==> src/rtl/irq_router_pkg.sv <==
package irq_router_pkg;
  localparam int unsigned NUM_SRC = 16;
  localparam int unsigned DATA_W  = 32;
  localparam int unsigned ADDR_W  = 5;
  localparam int unsigned WIDX_W  = ADDR_W - 2;

  // word index = byte offset >> 2
  localparam logic [WIDX_W-1:0] W_PSET  = 3'd0;
  localparam logic [WIDX_W-1:0] W_PCLR  = 3'd1;
  localparam logic [WIDX_W-1:0] W_PSTAT = 3'd2;
  localparam logic [WIDX_W-1:0] W_MODE  = 3'd3;
  localparam logic [WIDX_W-1:0] W_MSET  = 3'd4;
  localparam logic [WIDX_W-1:0] W_MCLR  = 3'd5;
  localparam logic [WIDX_W-1:0] W_MASK  = 3'd6;
  localparam logic [WIDX_W-1:0] W_DEST  = 3'd7;
endpackage

==> src/rtl/irq_capture.sv <==
module irq_capture #(
  parameter int unsigned N = 16
) (
  input  logic         clk_i,
  input  logic         rst_ni,
  input  logic [N-1:0] src_i,
  input  logic [N-1:0] mode_i,
  input  logic [N-1:0] set_i,
  input  logic [N-1:0] clr_i,
  output logic [N-1:0] pend_o
);
  logic [N-1:0] src_q;
  logic [N-1:0] pend_q;

  for (genvar i = 0; i < N; i++) begin : g_src
    logic rise;
    assign rise = src_i[i] & ~src_q[i] & ~mode_i[i];

    always_ff @(posedge clk_i or negedge rst_ni) begin
      if (!rst_ni) begin
        src_q[i]  <= 1'b0;
        pend_q[i] <= 1'b0;
      end else begin
        src_q[i]  <= src_i[i];
        pend_q[i] <= set_i[i] | rise | (pend_q[i] & ~clr_i[i]);
      end
    end

    // level sources report their live input on top of the stored bit
    assign pend_o[i] = pend_q[i] | (mode_i[i] & src_i[i]);

    AST_EDGE_LATCH: assert property (@(posedge clk_i) disable iff (!rst_ni)
      (!mode_i[i] && src_i[i] && !src_q[i]) |=> pend_q[i]);
    AST_SET_FORCE: assert property (@(posedge clk_i) disable iff (!rst_ni)
      set_i[i] |=> pend_q[i]);
    AST_CLR_DROP: assert property (@(posedge clk_i) disable iff (!rst_ni)
      (clr_i[i] && !set_i[i] && (mode_i[i] || !src_i[i] || src_q[i])) |=> !pend_q[i]);
    AST_LEVEL_SHOW: assert property (@(posedge clk_i) disable iff (!rst_ni)
      (mode_i[i] && src_i[i]) |-> pend_o[i]);
  end
endmodule

==> src/rtl/irq_regs.sv <==
module irq_regs
  import irq_router_pkg::*;
#(
  parameter int unsigned N = 16
) (
  input  logic              clk_i,
  input  logic              rst_ni,
  input  logic              wr_en_i,
  input  logic              acc_ok_i,
  input  logic [WIDX_W-1:0] widx_i,
  input  logic [DATA_W-1:0] wdata_i,
  input  logic [N-1:0]      pend_i,
  output logic [N-1:0]      pset_o,
  output logic [N-1:0]      pclr_o,
  output logic [N-1:0]      mode_o,
  output logic [N-1:0]      mask_o,
  output logic [N-1:0]      den_o,
  output logic [N-1:0]      tsel_o,
  output logic [DATA_W-1:0] rdata_o
);
  localparam int unsigned PAD_W = DATA_W - N;

  logic         wr;
  logic [N-1:0] wlo, whi;
  logic [N-1:0] mode_q, mask_q, den_q, tsel_q;

  assign wr  = wr_en_i & acc_ok_i;
  assign wlo = wdata_i[N-1:0];
  assign whi = wdata_i[2*N-1:N];

  assign pset_o = (wr && widx_i == W_PSET) ? wlo : '0;
  assign pclr_o = (wr && widx_i == W_PCLR) ? wlo : '0;

  always_ff @(posedge clk_i or negedge rst_ni) begin
    if (!rst_ni) begin
      mode_q <= '0;
      mask_q <= '0;
      den_q  <= '0;
      tsel_q <= '0;
    end else if (wr) begin
      case (widx_i)
        W_MODE: mode_q <= wlo;
        W_MSET: mask_q <= mask_q | wlo;
        W_MCLR: mask_q <= mask_q & ~wlo;
        W_DEST: begin
          den_q  <= wlo;
          tsel_q <= whi;
        end
        default: ;
      endcase
    end
  end

  always_comb begin
    rdata_o = '0;
    if (acc_ok_i) begin
      case (widx_i)
        W_PSTAT: rdata_o = {{PAD_W{1'b0}}, pend_i};
        W_MODE:  rdata_o = {{PAD_W{1'b0}}, mode_q};
        W_MASK:  rdata_o = {{PAD_W{1'b0}}, mask_q};
        W_DEST:  rdata_o = {tsel_q, den_q};
        default: rdata_o = '0;
      endcase
    end
  end

  assign mode_o = mode_q;
  assign mask_o = mask_q;
  assign den_o  = den_q;
  assign tsel_o = tsel_q;

  AST_MASK_SET: assert property (@(posedge clk_i) disable iff (!rst_ni)
    (wr && widx_i == W_MSET) |=> ((mask_q & $past(wlo)) == $past(wlo)));
  AST_MASK_CLR: assert property (@(posedge clk_i) disable iff (!rst_ni)
    (wr && widx_i == W_MCLR) |=> ((mask_q & $past(wlo)) == '0));
  AST_DEST_HOLD: assert property (@(posedge clk_i) disable iff (!rst_ni)
    !(wr && widx_i == W_DEST) |=> ($stable(den_q) && $stable(tsel_q)));
  AST_MODE_HOLD: assert property (@(posedge clk_i) disable iff (!rst_ni)
    !(wr && widx_i == W_MODE) |=> $stable(mode_q));
endmodule

==> src/rtl/irq_route.sv <==
module irq_route #(
  parameter int unsigned N = 16
) (
  input  logic         clk_i,
  input  logic         rst_ni,
  input  logic [N-1:0] pend_i,
  input  logic [N-1:0] mask_i,
  input  logic [N-1:0] den_i,
  input  logic [N-1:0] tsel_i,
  output logic         host_o,
  output logic         core_o
);
  logic [N-1:0] live;
  logic [N-1:0] to_host, to_core;

  assign live = pend_i & mask_i & den_i;

  for (genvar i = 0; i < N; i++) begin : g_steer
    assign to_host[i] = live[i] &  tsel_i[i];
    assign to_core[i] = live[i] & ~tsel_i[i];
  end

  assign host_o = |to_host;
  assign core_o = |to_core;

  AST_QUIET_GATED: assert property (@(posedge clk_i) disable iff (!rst_ni)
    ((mask_i == '0) || (den_i == '0) || (pend_i == '0)) |-> (!host_o && !core_o));
  AST_HOST_TARGET: assert property (@(posedge clk_i) disable iff (!rst_ni)
    (tsel_i == '0) |-> !host_o);
endmodule

==> src/rtl/irq_router.sv <==
module irq_router
  import irq_router_pkg::*;
(
  input  logic              clk_i,
  input  logic              rst_ni,
  input  logic              wr_en_i,
  input  logic [ADDR_W-1:0] addr_i,
  input  logic [DATA_W-1:0] wdata_i,
  output logic [DATA_W-1:0] rdata_o,
  input  logic [NUM_SRC-1:0] src_i,
  output logic              host_irq_o,
  output logic              core_irq_o
);
  logic [NUM_SRC-1:0] pset, pclr, mode, mask, den, tsel, pend;
  logic               acc_ok;

  assign acc_ok = (addr_i[1:0] == 2'b00);

  irq_regs #(.N(NUM_SRC)) u_regs (
    .clk_i    (clk_i),
    .rst_ni   (rst_ni),
    .wr_en_i  (wr_en_i),
    .acc_ok_i (acc_ok),
    .widx_i   (addr_i[ADDR_W-1:2]),
    .wdata_i  (wdata_i),
    .pend_i   (pend),
    .pset_o   (pset),
    .pclr_o   (pclr),
    .mode_o   (mode),
    .mask_o   (mask),
    .den_o    (den),
    .tsel_o   (tsel),
    .rdata_o  (rdata_o)
  );

  irq_capture #(.N(NUM_SRC)) u_cap (
    .clk_i  (clk_i),
    .rst_ni (rst_ni),
    .src_i  (src_i),
    .mode_i (mode),
    .set_i  (pset),
    .clr_i  (pclr),
    .pend_o (pend)
  );

  irq_route #(.N(NUM_SRC)) u_route (
    .clk_i  (clk_i),
    .rst_ni (rst_ni),
    .pend_i (pend),
    .mask_i (mask),
    .den_i  (den),
    .tsel_i (tsel),
    .host_o (host_irq_o),
    .core_o (core_irq_o)
  );

  AST_RESET_QUIET: assert property (@(posedge clk_i) disable iff (!rst_ni)
    $rose(rst_ni) |-> (!host_irq_o && !core_irq_o));
endmodule

==> config.mk <==
export PLATFORM = sky130hd
export DESIGN_NAME = irq_router
export DESIGN_NICKNAME = d
export VERILOG_FILES = /design/src/rtl/irq_router_pkg.sv /design/src/rtl/irq_capture.sv /design/src/rtl/irq_regs.sv /design/src/rtl/irq_route.sv /design/src/rtl/irq_router.sv
export SDC_FILE = /design/constraint.sdc
export NUM_CORES = 1
export LEC_CHECK = 0
export ABC_AREA = 1
export BUFFER_PORTS_ARGS = -buffer_cell sky130_fd_sc_hd__buf_2
export CAP_MARGIN = 20
export CORE_MARGIN = 3
export CORE_UTILIZATION = 33
export DETAILED_ROUTE_END_ITERATION = 10
export PLACE_DENSITY = 0.61
export SKIP_LAST_GASP = 1
export SLEW_MARGIN = 0
export SYNTH_ARGS = -nofsm -noshare
export SYNTH_HDL_FRONTEND = slang
export SYNTH_SLANG_ARGS = --single-unit
==> constraint.sdc <==
create_clock -name clk_i -period 1.4 [get_ports clk_i]
set_input_delay 0.14 -clock clk_i [delete_from_list [all_inputs] [get_ports clk_i]]
set_output_delay 0.14 -clock clk_i [all_outputs]
set_load 0.005 [all_outputs]
# ---- Word-level counts from Yosys, hierarchy flattened
# Index checks and enable logic that the tools add are counted.
dict set report op_classes {
  n_eq_ne 7
  n_mux 5
  bitwise_logic 214
  reduce_logical 10
}
# cell n
set ops {}
lappend ops {{$pmux W32 S4} 1}
lappend ops {{$and A1 B1 Y1} 97}
lappend ops {{$not A1 Y1} 64}
lappend ops {{$and A16 B16 Y16} 3}
lappend ops {{$or A1 B1 Y1} 48}
lappend ops {{$mux W16} 2}
lappend ops {{$mux W32} 1}
lappend ops {{$pmux W16 S2} 1}
lappend ops {{$reduce_or A16 Y1} 2}
lappend ops {{$not A16 Y16} 1}
lappend ops {{$or A16 B16 Y16} 1}
lappend ops {{$eq A3 B3 Y1 const B} 4}
lappend ops {{$eq A3 B2 Y1 const B} 2}
lappend ops {{$reduce_and A2 Y1} 3}
lappend ops {{$eq A3 B1 Y1 const B} 1}
lappend ops {{$logic_not A3 Y1} 1}
lappend ops {{$logic_and A1 B1 Y1} 2}
lappend ops {{$logic_not A2 Y1} 1}
lappend ops {{$reduce_bool A2 Y1} 1}
dict set report totals {
  reg_bits 96
  input_bits 56
  output_inout_bits 34
  elab_cells 272
}

# ---- Depth between registers and ports, before layout
# Gate-level depths: netlist (run 1).
dict set report depth {
  word_depth 7
  ltp_mapped 8
  ltp_nobuf 8
}

# ---- Hierarchy
# A second synthesis (run 1) with hierarchy kept.
dict set report unflattened {
  cells_unflattened 774
  hier_area_um2 5376.4
}
# module instances cells_per_inst area_per_inst_um2 seq_area_each_um2
set by_module_without_submodules {}
lappend by_module_without_submodules {irq_regs 1 519 3578.4 1601.5}
lappend by_module_without_submodules {irq_capture 1 160 1401.3 800.8}
lappend by_module_without_submodules {irq_route 1 94 392.9 0.0}
lappend by_module_without_submodules {irq_router 1 1 3.8 0.0}

# ---- Worst setup path before layout (run 1)
# No wires, ideal clock.
dict set report synth_timing {
  path_type {input-to-output}
  from {in addr_i[4]}
  to {out rdata_o[10]}
  arrival_ns 1.043
  required_ns 1.260
  setup_slack_ns 0.217
  stages 7
  path_buffers 2
  path_cell_list {buf_2 -> nor3_4 -> buf_2 -> nand2_1 -> o21ai_0 -> nor2_1 -> nor2_1}
}
dict set report synth_via {
  elab_chain_len 3
}
# element line_no
set synth_rtl {}
lappend synth_rtl {{start, declared} irq_router.sv:7} ;# input logic [ADDR_W-1:0] addr_i,
lappend synth_rtl {{$eq A3 B3 Y1 / $eq A3 B2 Y1 (equally long branches)} irq_regs.sv:57} ;# case (widx_i)
lappend synth_rtl {{$pmux W32 S4 (*)} irq_regs.sv:57}
lappend synth_rtl {{$mux W32 (*)} irq_regs.sv:56} ;# if (acc_ok_i) begin
lappend synth_rtl {{end, declared} irq_router.sv:9} ;# output logic [DATA_W-1:0] rdata_o,
# Every way passes the cells marked *; elsewhere a longest branch is shown, timed or not.

# ---- Worst setup path in the final report (run 1)
dict set report layout_timing {
  from {reg u_regs.mode_q[3] (netlist: u_regs.mode_o[3])}
  to {out core_irq_o}
}
dict set report layout_via {
  elab_chain_len 6
}
# element line_no
set layout_rtl {}
lappend layout_rtl {{start, declared} irq_regs.sv:25} ;# logic [N-1:0] mode_q, mask_q, den_q, tsel_q;
lappend layout_rtl {{start signal, assigned} irq_regs.sv:42} ;# W_MODE: mode_q <= wlo;
lappend layout_rtl {{$and A1 B1 Y1} irq_capture.sv:30} ;# assign pend_o[i] = pend_q[i] | (mode_i[i] & src_i[i]);
lappend layout_rtl {{$or A1 B1 Y1} irq_capture.sv:30}
lappend layout_rtl {{$and A16 B16 Y16 (2 in a row)} irq_route.sv:16} ;# assign live = pend_i & mask_i & den_i;
lappend layout_rtl {{$and A1 B1 Y1} irq_route.sv:20} ;# assign to_core[i] = live[i] & ~tsel_i[i];
lappend layout_rtl {{$reduce_or A16 Y1} irq_route.sv:24} ;# assign core_o = |to_core;
lappend layout_rtl {{end, declared} irq_router.sv:12} ;# output logic core_irq_o
# Every way passes these cells.

==> impl_metrics.json, run 1 <==
{
  "syn_to_final_growth_pct": 34.7,
  "power.leakage_nw": 3.40,
  "port-buffer-count": 89,
  "ys_types": 22,
  "cts_tree": "yes",
  "place_area_um2": 5770,
  "status": "finished, violations left",
  "cts-buffers-inserted": 9,
  "clk_pin_slew_ns": 0.07,
  "peakVddDrop_uv": 597,
  "fp.coreArea_um2": 14200,
  "htree_levels": 3,
  "syn_area_per_cell_um2": 7.35,
  "required_ns": 1.26,
  "hold_violations": 0,
  "relSlewSlack": 0.644,
  "mostFrequentLayoutCell": "nand2_1",
  "n_fill_cell": 1467,
  "initial_core_util": 0.345,
  "clock_skew_ns": 0.00248,
  "nets": 872,
  "multiInputGateArea_um2": 2200,
  "yosys.area.top_type_share": 0.490,
  "synth-seq-area-share": 0.490,
  "wl_per_cell_um": 15.0,
  "dieArea_um2": 16400,
  "power.density_nw_per_um2": 1150,
  "path_cells": "nand2_1, nand2_2, nand3_1, nand2_1, inv_1, nand2_1, nor2_2, nand2_1, buf_2",
  "syn-instance-count": 668,
  "yosys_warnings": 0,
  "synth-seq-cells": 96,
  "initialDrtViolationCount": 324,
  "rsz0062_at_grt": "yes",
  "vias": 4841,
  "fp.dieH_um": 128,
  "cp.arrival_ns": 1.49,
  "finalMaxSlewViolations": 0,
  "path_max_fanout": 4,
  "cts_root_buffer": "clkbuf_16",
  "drive_gt1_frac": 0.278,
  "synth_area_um2": 4910,
  "crit_path_start_kind": "register",
  "grt_pass1_vias": 4715,
  "synth_nets": 724,
  "rows": 43,
  "setup_ws_ns": -0.228,
  "vias_per_cell": 4.83,
  "crit_type": "reg2out",
  "synth_top_area_cell": "dfrtp_1",
  "postLayoutCoreUtil": 0.465,
  "maxCapViolCount": 0,
  "grt_antenna_before_repair": 0,
  "worstMarginPinSlew_ns": 0.533,
  "cts_num_sinks": 96,
  "crit_slowest_cell": "dfrtp_1",
  "dpl.hpwl_mm": 10.3,
  "remaining_drc_errors": 0,
  "gp_congestion": 0.830,
  "firstDrtPassIters": 5,
  "worstSetupEndpointType": "primary output",
  "drt_wl_total_mm": 15.0,
  "final_cell_mix": "181 x nand2_1, 96 x dfrtp_1, 88 x buf_2",
  "cpMostUsedCell": "nand2_1",
  "post-place-ws_ns": 0.0614,
  "ant_nets": 0,
  "max_freq_mhz": 614,
  "ios": 90,
  "yosys-top-cells-area": "dfrtp_1 49%, nand2_1 15%, inv_1 7.0%",
  "setup_viol": 14,
  "postLayoutCellArea_um2": 6610,
  "grt_first_pass_wirelength_mm": 24.3,
  "fp.dieW_um": 128,
  "seqCellArea_um2": 2400,
  "min_path_type": "in2reg",
  "grt.total_usage": 0.189,
  "period_minus_slack_ns": 1.63,
  "clk_latency_ns": 0.35,
  "violations": "setup timing",
  "slowest_delay_ns": 0.40,
  "clockBufferDepth": 2,
  "post-route-period-util": 1.16,
  "grt_max_degree": 97,
  "overflow": 0
}
## what timing repair did
| item | CTS | global route |
|---|---|---|
| hold buffers | 17 | 0 |
| pin swaps | 40 | 40 |
| gates cloned | 0 | 0 |
| setup buffers | 19 | 13 |
| hold endpoints to repair | 112 | 0 |
| gates resized for setup | 47 | 32 |
| endpoints found under the setup margin | 15 | 19 |
## worst max-delay path, delay by kind of cell, from the launching register on
family                 cells  cell delay [ns]
AND/OR/NAND/NOR            7             0.54
flip-flops                 1             0.40
buffers and inverters      2             0.19
## logic make-up (layout without fill, tap and decap cells)
family | Yosys count | in the layout | synth area share
and+or+nand+nor | 355 | 355 | 0.316
buffers and inverters | 118 | 271 | 0.0938
AOI/OAI and AO/OA | 99 | 99 | 0.101
DFF | 96 | 96 | 0.490
other | 0 | 1 | 0
## layout make-up
type                    instances  share of cell area
repair buffers                160               0.170
multi-input cells             454               0.332
clock inverters                 5             0.00587
clock buffers                  11              0.0382
diodes                          1            0.000379
inverters                      95              0.0551
flip-flops and latches         96               0.363
well taps                     180              0.0341
## report_power, final
group          switching, W  internal (W)  total, W
registers          0.000274       0.00318   0.00345
logic              0.000935      0.000756   0.00169
clock network       0.00112       0.00131   0.00244
total               0.00233       0.00525   0.00758
## path summary, 6_finish.rpt
check                             startpoint                end  slack, ns  cells after the start
max                         u_regs.mode_o[3]         core_irq_o      -0.23                      9
min                              wdata_i[24]   u_regs.tsel_o[8]       0.03                      3
max reg2reg                u_regs.mode_o[12]   u_cap.pend_q[12]       0.26                      3
min reg2reg                  u_cap.pend_q[0]    u_cap.pend_q[0]       0.51                      2
max in group asynchronous             rst_ni  u_regs.mode_o[11]       0.61                      3
min in group asynchronous             rst_ni     u_cap.src_q[0]       0.38                      3
## routing by layer
metal  wire length [um]  vias to the layer above  GRT usage
met4                119                        0     0.0350
met2               6930                      143      0.297
met1               7090                     2266      0.268
li1                   -                     2421          -
met5                  0                        -          0
met3                906                       11     0.0463
## cells in the mapped netlist
cell type  number
nand3b_1       13
dfrtp_1        96
nand2_2         1
clkbuf_1        9
or3b_2          3
nand2_1       200
nand3_4         1
o21ai_0        45
nor2_2          2
a21oi_1        22
nor3_1         16
nand4_1         2
buf_2          13
nand3_1        65
o21ai_1        32
inv_1          92
nor2_1         49
clkbuf_2        1
nor3_2          1
inv_2           3
nor3_4          1
nand3_2         1
## per-stage QoR
stage	instances	power, W	TNS [ns]	hold slack [ns]
floorplan	668	0.00421	0	-0.156
detailed placement	941	0.00480	0	0.245
CTS	993	0.00750	-1.52	0.0213
finish	1002	0.00758	-1.08	0.0262
global placement	941	0.00478	0	0.248
global route	1001	0.00801	-2.61	0.0302
No activity file was read; power rests on OpenSTA's default activity.
==> inputs of run 2 (changes only) <==
SETUP_SLACK_MARGIN = 0.3   (was unset)
==> impl_metrics.json, run 2 (synthesis results as in run 1) <==
{
  "clk_pin_slew_ns": 0.07,
  "clk_latency_ns": 0.35,
  "n_fill_cell": 1455,
  "cts_root_buffer": "clkbuf_16",
  "cpMostUsedCell": "nand2_1",
  "firstDrtPassIters": 5,
  "worstMarginPinSlew_ns": 0.462,
  "peakVddDrop_uv": 588,
  "post-route-period-util": 1.15,
  "fp.dieW_um": 128,
  "worstSetupEndpointType": "primary output",
  "insertedDiodeCount": 0,
  "mostFrequentLayoutCell": "nand2_1",
  "fp.dieH_um": 128,
  "post-place-ws_ns": 0.0148,
  "crit_type": "reg2out",
  "htree_levels": 3,
  "power.density_nw_per_um2": 1160,
  "grt.total_usage": 0.199,
  "min_path_type": "in2reg",
  "crit_path_start_kind": "register",
  "crit_buf_inv": 2,
  "seqCellArea_um2": 2400,
  "cts_num_sinks": 96,
  "syn_to_final_growth_pct": 39.8,
  "cp.arrival_ns": 1.47,
  "fp.coreArea_um2": 14200,
  "grt_first_pass_wirelength_mm": 25.4,
  "grt_pass1_vias": 4850,
  "finalMaxSlewViolations": 0,
  "r2r_cells": 3,
  "wl_per_cell_um": 15.6,
  "gp_congestion": 0.797,
  "clockBufferDepth": 2,
  "cts-buffers-inserted": 9,
  "path_max_fanout": 3,
  "path_cells": "nand2_1, nand2_2, nand3_1, nand2_2, inv_1, nand2_1, nor2_1, nand2_1, buf_2",
  "initial_core_util": 0.345,
  "rsz0062_at_grt": "yes",
  "remaining_drc_errors": 0,
  "grt_max_degree": 45,
  "cts_tree": "yes",
  "hold_violations": 0,
  "postLayoutCoreUtil": 0.483,
  "initialDrtViolationCount": 288,
  "dieArea_um2": 16400,
  "ant_nets": 0,
  "crit_cells": 9,
  "clock_skew_ns": 0.00340,
  "setup_viol": 16,
  "final_cell_mix": "175 x nand2_1, 96 x dfrtp_1, 86 x buf_2",
  "grt_antenna_before_repair": 0,
  "dpl.hpwl_mm": 10.9,
  "ios": 90,
  "rows": 43,
  "max_freq_mhz": 620,
  "period_minus_slack_ns": 1.61,
  "multiInputGateArea_um2": 2350,
  "violations": "setup timing",
  "worstHoldPathCells": 3,
  "overflow": 0,
  "cpLargestDelayFamily": "simple AND/OR/NAND/NOR gates",
  "nets": 881,
  "port-buffer-count": 89,
  "setup_tns_ns": -1.11,
  "vias_per_cell": 4.86,
  "drive_gt1_frac": 0.339,
  "relSlewSlack": 0.692,
  "required_ns": 1.26,
  "maxCapViolCount": 0,
  "slowest_delay_ns": 0.39,
  "vias": 4912,
  "setup_ws_ns": -0.213,
  "drt_wl_total_mm": 15.8,
  "power.leakage_nw": 3.46,
  "crit_slowest_cell": "dfrtp_1",
  "status": "finished, violations left"
}
-- run 2: cell types whose count changed in the layout (fill, tap and decap cells not counted), moves of 8 or more --
cell     change
inv_1       -18
inv_2       +20
nand3_2      +8
nor3_1      -15
nor3_2      +12
-- run 2: what timing repair did --
item,4_1_cts,5_1_grt
hold buffers,17,0
pin swaps,38,46
cloned,0,0
endpoints found under the setup margin,34,37
resized for setup,70,58
endpoints found under the hold margin,43,0
setup buffers,22,11
-- run 2: final cells by class --
cell class,count,area share
Clock buffer,12,0.0359
Clock inverter,4,0.0113
Tap cell,180,0.0328
Timing Repair Buffer,169,0.175
Sequential cell,96,0.350
Multi-Input combinational cell,454,0.342
Inverter,95,0.0524
-- run 2: path summary, 6_finish.rpt --
check	slack (ns)	endpoint	startpoint
worst max-delay path	-0.21	core_irq_o	u_regs.mode_o[2]
worst min-delay path	0.03	u_cap.pend_q[11]	wdata_i[11]
worst max register to register	0.35	u_cap.pend_q[3]	u_regs.mode_o[3]
worst min register to register	0.50	u_cap.pend_q[0]	u_cap.pend_q[0]
max in group asynchronous	0.57	u_regs.mode_o[1]	rst_ni
min in group asynchronous	0.29	u_cap.src_q[0]	rst_ni
-- run 2: where the power goes --
group	switching (W)	internal, W
Combinational	0.000997	0.000821
Clock	0.00107	0.00162
Sequential	0.000291	0.00318
-- run 2: worst register-to-register path, delay by kind of cell, from the launching register on --
kind	cells	cell delay (ns)
buffers and inverters	1	0.14
flip-flops	1	0.38
AND/OR/NAND/NOR	2	0.47
-- run 2: through the flow --
stage	std cells	cell area, um^2	hold WS [ns]	total power, W
3_5_place_dp	944	5780	0.128	0.00480
6_report	1010	6860	0.0295	0.00798
3_3_place_gp	944	5780	0.128	0.00478
4_1_cts	999	6610	0.0199	0.00781
2_1_floorplan	668	4930	-0.156	0.00422
5_1_grt	1010	6860	0.0264	0.00843
-- run 2: per-layer routing --
metal | global-route usage | wire length [um]
met5 | 0 | 0
met4 | 0.0537 | 285
met3 | 0.0538 | 804
met2 | 0.306 | 7250
met1 | 0.278 | 7430
